$ cat config.mk
export PLATFORM = sky130hd
export DESIGN_NAME = mdio_master
export DESIGN_NICKNAME = d
export VERILOG_FILES = /design/src/rtl/mdio_master_pkg.sv /design/src/rtl/mdio_clk_div.sv /design/src/rtl/mdio_tx_shift.sv /design/src/rtl/mdio_rx_capture.sv /design/src/rtl/mdio_master.sv
export SDC_FILE = /design/constraint.sdc
export NUM_CORES = 1
export LEC_CHECK = 0
export BUFFER_PORTS_ARGS = -buffer_cell sky130_fd_sc_hd__buf_4
export CORE_ASPECT_RATIO = 2
export CORE_MARGIN = 4
export CORE_UTILIZATION = 40
export CTS_CLUSTER_SIZE = 12
export DETAILED_ROUTE_END_ITERATION = 16
export PLACE_DENSITY_LB_ADDON = 0.08
export SLEW_MARGIN = 20
export SYNTH_ARGS = -nofsm -noshare
export SYNTH_HDL_FRONTEND = slang
export SYNTH_SLANG_ARGS = --single-unit
$ cat constraint.sdc
create_clock -name clk -period 3.3 [get_ports clk]
set_clock_uncertainty 0.1 [all_clocks]
set_input_delay 0.66 -clock clk [delete_from_list [all_inputs] [get_ports clk]]
set_output_delay 0.66 -clock clk [all_outputs]
set_load 0.02 [all_outputs]
$ cat src/rtl/mdio_master_pkg.sv
// Shared constants and types for the management bus master.
// Assumes the fixed 64-bit frame layout: 32 ones, start, op, two addresses,
// turnaround, 16 data bits; bit 0 is the first bit on the wire.
package mdio_master_pkg;
    localparam int FRAME_BITS = 64;
    localparam int TA_POS     = 46;
    localparam int DATA_POS   = 48;
    localparam int DATA_BITS  = 16;
    localparam int ADDR_BITS  = 5;

    typedef enum logic [1:0] {
        OPC_WRITE = 2'b01,
        OPC_READ  = 2'b10
    } mgmt_opc_e;

    typedef enum logic {
        MS_IDLE = 1'b0,
        MS_RUN  = 1'b1
    } mgmt_state_e;

    // Builds the outgoing frame, first wire bit in the top position.
    function automatic logic [FRAME_BITS-1:0] make_frame(
        input logic                 rd,
        input logic [ADDR_BITS-1:0] phy,
        input logic [ADDR_BITS-1:0] rg,
        input logic [DATA_BITS-1:0] wd
    );
        mgmt_opc_e opc;
        opc = rd ? OPC_READ : OPC_WRITE;
        return {{32{1'b1}}, 2'b01, opc, phy, rg,
                (rd ? 2'b11 : 2'b10), (rd ? {DATA_BITS{1'b1}} : wd)};
    endfunction
endpackage

$ cat src/rtl/mdio_clk_div.sv
// Management clock generator.
// Counts HALF_CYC system cycles per clock phase while run is high and holds
// the clock low otherwise. Tick outputs flag the edge on which mdc will rise
// or fall. Assumes HALF_CYC >= 1.
module mdio_clk_div #(
    parameter int HALF_CYC = 25
) (
    input  logic clk,
    input  logic rst_n,
    input  logic run,
    output logic mdc,
    output logic rise_tick,
    output logic fall_tick
);
    localparam int CW = (HALF_CYC > 1) ? $clog2(HALF_CYC) : 1;

    logic [CW-1:0] phase_cnt;
    logic          at_end;

    assign at_end    = (phase_cnt == CW'(HALF_CYC - 1));
    assign rise_tick = run && at_end && !mdc;
    assign fall_tick = run && at_end && mdc;

    // Phase counter and clock toggle.
    always_ff @(posedge clk) begin
        if (!rst_n || !run) begin
            phase_cnt <= '0;
            mdc       <= 1'b0;
        end else if (at_end) begin
            phase_cnt <= '0;
            mdc       <= ~mdc;
        end else begin
            phase_cnt <= phase_cnt + 1'b1;
        end
    end
endmodule

$ cat src/rtl/mdio_tx_shift.sv
// Frame serialiser.
// Loads a whole frame, presents its top bit and shifts left on each advance.
// Also tracks which wire bit is on the line. Assumes load and advance never
// coincide.
module mdio_tx_shift #(
    parameter int W = 64
) (
    input  logic                 clk,
    input  logic                 rst_n,
    input  logic                 load,
    input  logic [W-1:0]         frame_in,
    input  logic                 advance,
    output logic                 bit_out,
    output logic [$clog2(W)-1:0] bit_idx,
    output logic                 last_bit
);
    localparam int IW = $clog2(W);

    logic [W-1:0] sreg;

    assign bit_out  = sreg[W-1];
    assign last_bit = (bit_idx == IW'(W - 1));

    // Shift register and bit position.
    always_ff @(posedge clk) begin
        if (!rst_n) begin
            sreg    <= '0;
            bit_idx <= '0;
        end else if (load) begin
            sreg    <= frame_in;
            bit_idx <= '0;
        end else if (advance) begin
            sreg    <= {sreg[W-2:0], 1'b0};
            bit_idx <= bit_idx + 1'b1;
        end
    end
endmodule

$ cat src/rtl/mdio_rx_capture.sv
// Read data deserialiser.
// Shifts the sampled line value in from the bottom on each sample strobe.
// Assumes the owner stops strobing while the captured word is being held.
module mdio_rx_capture #(
    parameter int W = 16
) (
    input  logic         clk,
    input  logic         rst_n,
    input  logic         sample,
    input  logic         din,
    output logic [W-1:0] word
);
    // Sample shift register.
    always_ff @(posedge clk) begin
        if (!rst_n)      word <= '0;
        else if (sample) word <= {word[W-2:0], din};
    end
endmodule

$ cat src/rtl/mdio_master.sv
// Management bus master top.
// Accepts one command at a time and runs a full frame. On reads it releases
// the line from the turnaround onward and captures the reply as mdc rises.
// The line changes only as mdc falls. Assumes SYS_CLK_HZ >= 2 * MDC_HZ; the
// divider is clamped to one cycle per phase otherwise.
module mdio_master
    import mdio_master_pkg::*;
#(
    parameter int SYS_CLK_HZ = 125_000_000,
    parameter int MDC_HZ     = 2_500_000
) (
    input  logic                 clk,
    input  logic                 rst_n,
    input  logic                 cmd_valid,
    output logic                 cmd_ready,
    input  logic                 cmd_read,
    input  logic [ADDR_BITS-1:0] cmd_phy,
    input  logic [ADDR_BITS-1:0] cmd_reg,
    input  logic [DATA_BITS-1:0] cmd_wdata,
    output logic                 rsp_valid,
    input  logic                 rsp_ready,
    output logic [DATA_BITS-1:0] rsp_data,
    output logic                 busy,
    output logic                 xfer_done,
    output logic                 mdc,
    output logic                 mdio_o,
    output logic                 mdio_oe,
    input  logic                 mdio_i
);
    localparam int RAW_HALF = SYS_CLK_HZ / (2 * MDC_HZ);
    localparam int HALF_CYC = (RAW_HALF < 1) ? 1 : RAW_HALF;
    localparam int IW       = $clog2(FRAME_BITS);
    localparam logic [IW:0]   TA_LIM   = (IW+1)'(TA_POS);
    localparam logic [IW-1:0] DATA_LIM = IW'(DATA_POS);

    mgmt_state_e     state;
    logic            rd_q;
    logic            oe_q;
    logic            done_q;
    logic            rsp_valid_q;
    logic            accept;
    logic            rise_tick;
    logic            fall_tick;
    logic            tx_bit;
    logic [IW-1:0]   tx_idx;
    logic            tx_last;
    logic            rx_sample;
    logic [IW:0]     next_idx;
    logic [FRAME_BITS-1:0] frame_word;

    assign busy      = (state == MS_RUN);
    assign cmd_ready = (state == MS_IDLE) && !rsp_valid_q;
    assign accept    = cmd_valid && cmd_ready;
    assign rsp_valid = rsp_valid_q;
    assign xfer_done = done_q;
    assign mdio_oe   = oe_q;
    assign mdio_o    = tx_bit;
    assign next_idx  = {1'b0, tx_idx} + 1'b1;
    assign rx_sample = rise_tick && rd_q && (tx_idx >= DATA_LIM);
    assign frame_word = make_frame(cmd_read, cmd_phy, cmd_reg, cmd_wdata);

    mdio_clk_div #(.HALF_CYC(HALF_CYC)) i_clk_div (
        .clk       (clk),
        .rst_n     (rst_n),
        .run       (busy),
        .mdc       (mdc),
        .rise_tick (rise_tick),
        .fall_tick (fall_tick)
    );

    mdio_tx_shift #(.W(FRAME_BITS)) i_tx_shift (
        .clk      (clk),
        .rst_n    (rst_n),
        .load     (accept),
        .frame_in (frame_word),
        .advance  (fall_tick && !tx_last),
        .bit_out  (tx_bit),
        .bit_idx  (tx_idx),
        .last_bit (tx_last)
    );

    mdio_rx_capture #(.W(DATA_BITS)) i_rx_capture (
        .clk    (clk),
        .rst_n  (rst_n),
        .sample (rx_sample),
        .din    (mdio_i),
        .word   (rsp_data)
    );

    // Frame sequencing: start on accept, stop after the last falling edge.
    always_ff @(posedge clk) begin
        if (!rst_n) begin
            state  <= MS_IDLE;
            rd_q   <= 1'b0;
            done_q <= 1'b0;
        end else begin
            done_q <= 1'b0;
            if (accept) begin
                state <= MS_RUN;
                rd_q  <= cmd_read;
            end else if (fall_tick && tx_last) begin
                state  <= MS_IDLE;
                done_q <= 1'b1;
            end
        end
    end

    // Line direction: drive from the start, release for a read turnaround or at the end.
    always_ff @(posedge clk) begin
        if (!rst_n) begin
            oe_q <= 1'b0;
        end else if (accept) begin
            oe_q <= 1'b1;
        end else if (fall_tick) begin
            if (tx_last)                        oe_q <= 1'b0;
            else if (rd_q && next_idx >= TA_LIM) oe_q <= 1'b0;
        end
    end

    // Read response: raise at the end of a read, hold until accepted.
    always_ff @(posedge clk) begin
        if (!rst_n)                          rsp_valid_q <= 1'b0;
        else if (fall_tick && tx_last && rd_q) rsp_valid_q <= 1'b1;
        else if (rsp_valid_q && rsp_ready)   rsp_valid_q <= 1'b0;
    end
endmodule

==> results.toml <==
[status]
status = "completed"

[critical_path]
worst_setup_path_end_kind = "flop"
crit_fanout = 30
r2r_slack_ns = 0.97
cp-start-kind = "flop"
r2r_cells = 6
crit_type = "flop to flop"
required_ns = 3.45
r2r_end = "i_tx_shift.sreg[17]"
path_buf_inv = 1
cp.depth = 6
r2r-start = "i_tx_shift.bit_idx[0]"
critPathMaxStageDelay_ns = 0.70
cp_cell_sequence = "ha_1 -> nand3_1 -> o211ai_4 -> buf_4 -> nor2_1 -> nor3b_1"
cp_top_family = "compound AO/OA/AOI/OAI gates"
cp_slowest_cell = "o211ai_4"
worst_ep_arrival_time_ns = 2.49

[pwr]
power_frac_comb_pct = 7.5
p_leak_nw = 1.875
max-vdd-ir-drop_mv = 0.3566
clkPwrFrac_pct = 41.8
power_density_mw_per_mm2 = 526.1
switching_share_pct = 22.32
p_switching_mw = 0.5647
p_int_mw = 1.965
seqPwrFrac_pct = 50.7

[finish]
fin_cells = 653
area_delta_synth_final_pct = 18.54
multi_input_area_mm2 = 0.001912
antennaDiodeCount = 0
register_area_mm2 = 0.001942
drive_gt1_share_pct = 17.27
design_area_mm2 = 0.004808
fillCellCount = 1029
utilization_pct = 48.93
final_nets = 552

[clocking]
cts.sinks = 97
cts_setup_buffers = 0
cts_buffers = 9
cts_resized = 0
postCtsHoldBufs = 0
cts.path.max_buffers = 2
tritoncts = "yes"
insertion_delay_ns = 0.33
cts-root-buf = "clkbuf_16"
clkTransAtPathRegs_ns = 0.06
h-tree-depth = 3

[detailed_routing]
wl_per_cell_um = 13.62
remaining_drc_errors = 0
vias = 3391
finalWirelength_um = 8895
vias_per_cell = 5.193
drt_first_iter_violations = 142
ant_nets = 0
dr.pass1.iters = 4

[timing]
hold_viol = 0
worst_hold_slack_ns = 0.3507
finalSetupViolations = 0
finalCritPeriodShare_pct = 70.73
period_needed_ns = 2.334
fin_tns_setup_ns = 0
timing.fmax_mhz = 428.4
drv_slew = 0
relSlewSlack_pct = 47.06
rsz0062_at_grt = "false"
worstMarginPinSlew_ns = 0.7903

[hold_path]
hold_path.class = "flop to flop"
hold_depth = 2
whs_endpoint = "i_rx_capture.word[15]"
min-delay-start = "i_rx_capture.word[15]"

[synth]
syn_area_mm2 = 0.004056
synth_edf_count = 0
syn-num-nets = 519
avgSynthCellArea_um2 = 8.398
synth_top_flop_cell = "dfxtp_1"
ys_ff_latch = 97
yosysWarnings = 0
synth_cell_types = 36
synth-async-reset-ratio_pct = 0
syn_inst = 483
seq_area_frac_synth_pct = 47.87

[grt]
grt_max_degree = 67
grt_usage_pct = 15.89
grt_pass1_vias = 3269
grt_first_pass_wirelength_um = 15230
gr-total-overflow = 0
antenna_found_initial = 0

[place]
place_congestion = 0.7420
dp.cells = 637
placed_cell_area_mm2 = 0.004501
port_buffers = 54
place_hpwl_um = 5692

[floorplan]
die_h_um = 150.4
rows = 51
die_area_mm2 = 0.01191
coreArea_mm2 = 0.009827
die_w_um = 79.21
num_io_pins = 55
start_util_pct = 41.28

[job]
drv_cap = 0
area by class of cell:
type / count / area share (%)
flip-flops and latches: 97 / 40.39
multi-input cells: 342 / 39.76
repair buffers: 59 / 9.472
clock buffers: 12 / 5.334
well taps: 132 / 3.435
clock inverters: 4 / 1.067
inverters: 7 / 0.5464
layout by cell type, fill, tap and decap left out, drive strengths merged, types with 3 or more instances in the layout:
cell,Yosys,layout
a21boi,17,17
or3,3,3
inv,7,7
and2,3,3
o21ai,30,30
a21oi,7,7
nand3,7,7
nand2,97,97
a211oi,4,4
xnor2,4,4
and3,4,4
ha,4,4
dfxtp,97,97
nor3b,35,35
o211ai,3,3
nor2,46,46
buf,24,59
nor3,36,36
clkbuf,13,12
a31oi,30,30
through the flow:
step           worst slack, ns  total power, mW
5_1_grt                 0.6616            2.655
3_5_place_dp            0.9299            1.502
2_1_floorplan            1.536            1.433
3_3_place_gp            0.9819            1.497
4_1_cts                 0.9174            2.580
6_report                0.9660            2.530
kinds of logic (layout without fill, tap and decap cells):
logic type                 count (synthesis)  in the layout  share of synthesized area [%]
adders and majority gates                  4              4                          1.234
and+or+nand+nor                          239            239                          29.61
buffers and inverters                     44             82                          5.552
xor gates and xnor gates                   6              6                          1.295
AOI/OAI and AO/OA                         93             93                          14.44
DFF                                       97             97                          47.87
power groups by stage:
stage	registers [mW]	logic, mW	clock network (mW)
2_1_floorplan	1.30	0.134	0
3_3_place_gp	1.31	0.190	0
3_5_place_dp	1.31	0.194	0
4_1_cts	1.28	0.195	1.10
5_1_grt	1.29	0.219	1.15
6_report	1.28	0.190	1.06
Yosys cell counts (2+ instances only):
cell type,number,area share (%)
a211oi_1,2,0.37
a211oi_2,2,0.62
a21boi_0,9,1.7
a21boi_1,8,1.5
a21oi_1,7,0.86
a31oi_1,30,4.6
and2_1,3,0.46
and3_1,4,0.62
and4b_1,2,0.49
buf_2,12,1.5
buf_4,10,1.9
clkbuf_1,13,1.2
dfxtp_1,97,48
ha_1,4,1.2
inv_1,7,0.65
nand2_1,97,9.0
nand2b_1,2,0.31
nand3_1,7,0.86
nor2_1,46,4.3
nor3_1,36,4.4
nor3b_1,24,4.4
nor3b_2,11,3.4
o211ai_1,2,0.37
o21ai_0,30,3.7
or3_1,3,0.46
xnor2_1,4,0.86
xor2_1,2,0.43
tightest hold or removal path, cell delays in order (launching register included):
cell and delay (ns):
dfxtp_1 0.31, nand2_1 0.05, a21boi_1 0.05
state kept, by name, summed over array words and instances (netlist names):
| signal | flops |
|---|---|
| rd_q | 1 |
| i_rx_capture.word | 16 |
| i_clk_div.mdc | 1 |
| i_clk_div.phase_cnt | 5 |
| i_tx_shift.bit_idx | 6 |
| rsp_valid | 1 |
| i_tx_shift.sreg | 64 |
| mdio_oe | 1 |
| busy | 1 |
| xfer_done | 1 |
how the worst max path moves through the flow:
stage / startpoint / end / slack (ns)
3_3_place_gp: cmd_valid / i_tx_shift.bit_idx[1] / 0.98
3_5_place_dp: i_tx_shift.bit_idx[0] / i_tx_shift.sreg[17] / 0.93
5_1_grt: i_tx_shift.bit_idx[0] / i_tx_shift.sreg[30] / 0.66
4_1_cts: i_tx_shift.bit_idx[0] / i_tx_shift.sreg[17] / 0.92
2_1_floorplan: cmd_valid / i_tx_shift.bit_idx[0] / 1.54
6_report: i_tx_shift.bit_idx[0] / i_tx_shift.sreg[17] / 0.97
per-layer routing:
metal / vias to the layer above / track usage, % / wire length [µm]
met5: - / 0 / 0
met3: 10 / 3.353 / 265
li1: 1716 / - / -
met1: 1622 / 17.77 / 3804
met2: 43 / 28.97 / 4676
met4: 0 / 5.938 / 149
(Power assumes the default switching activity.)
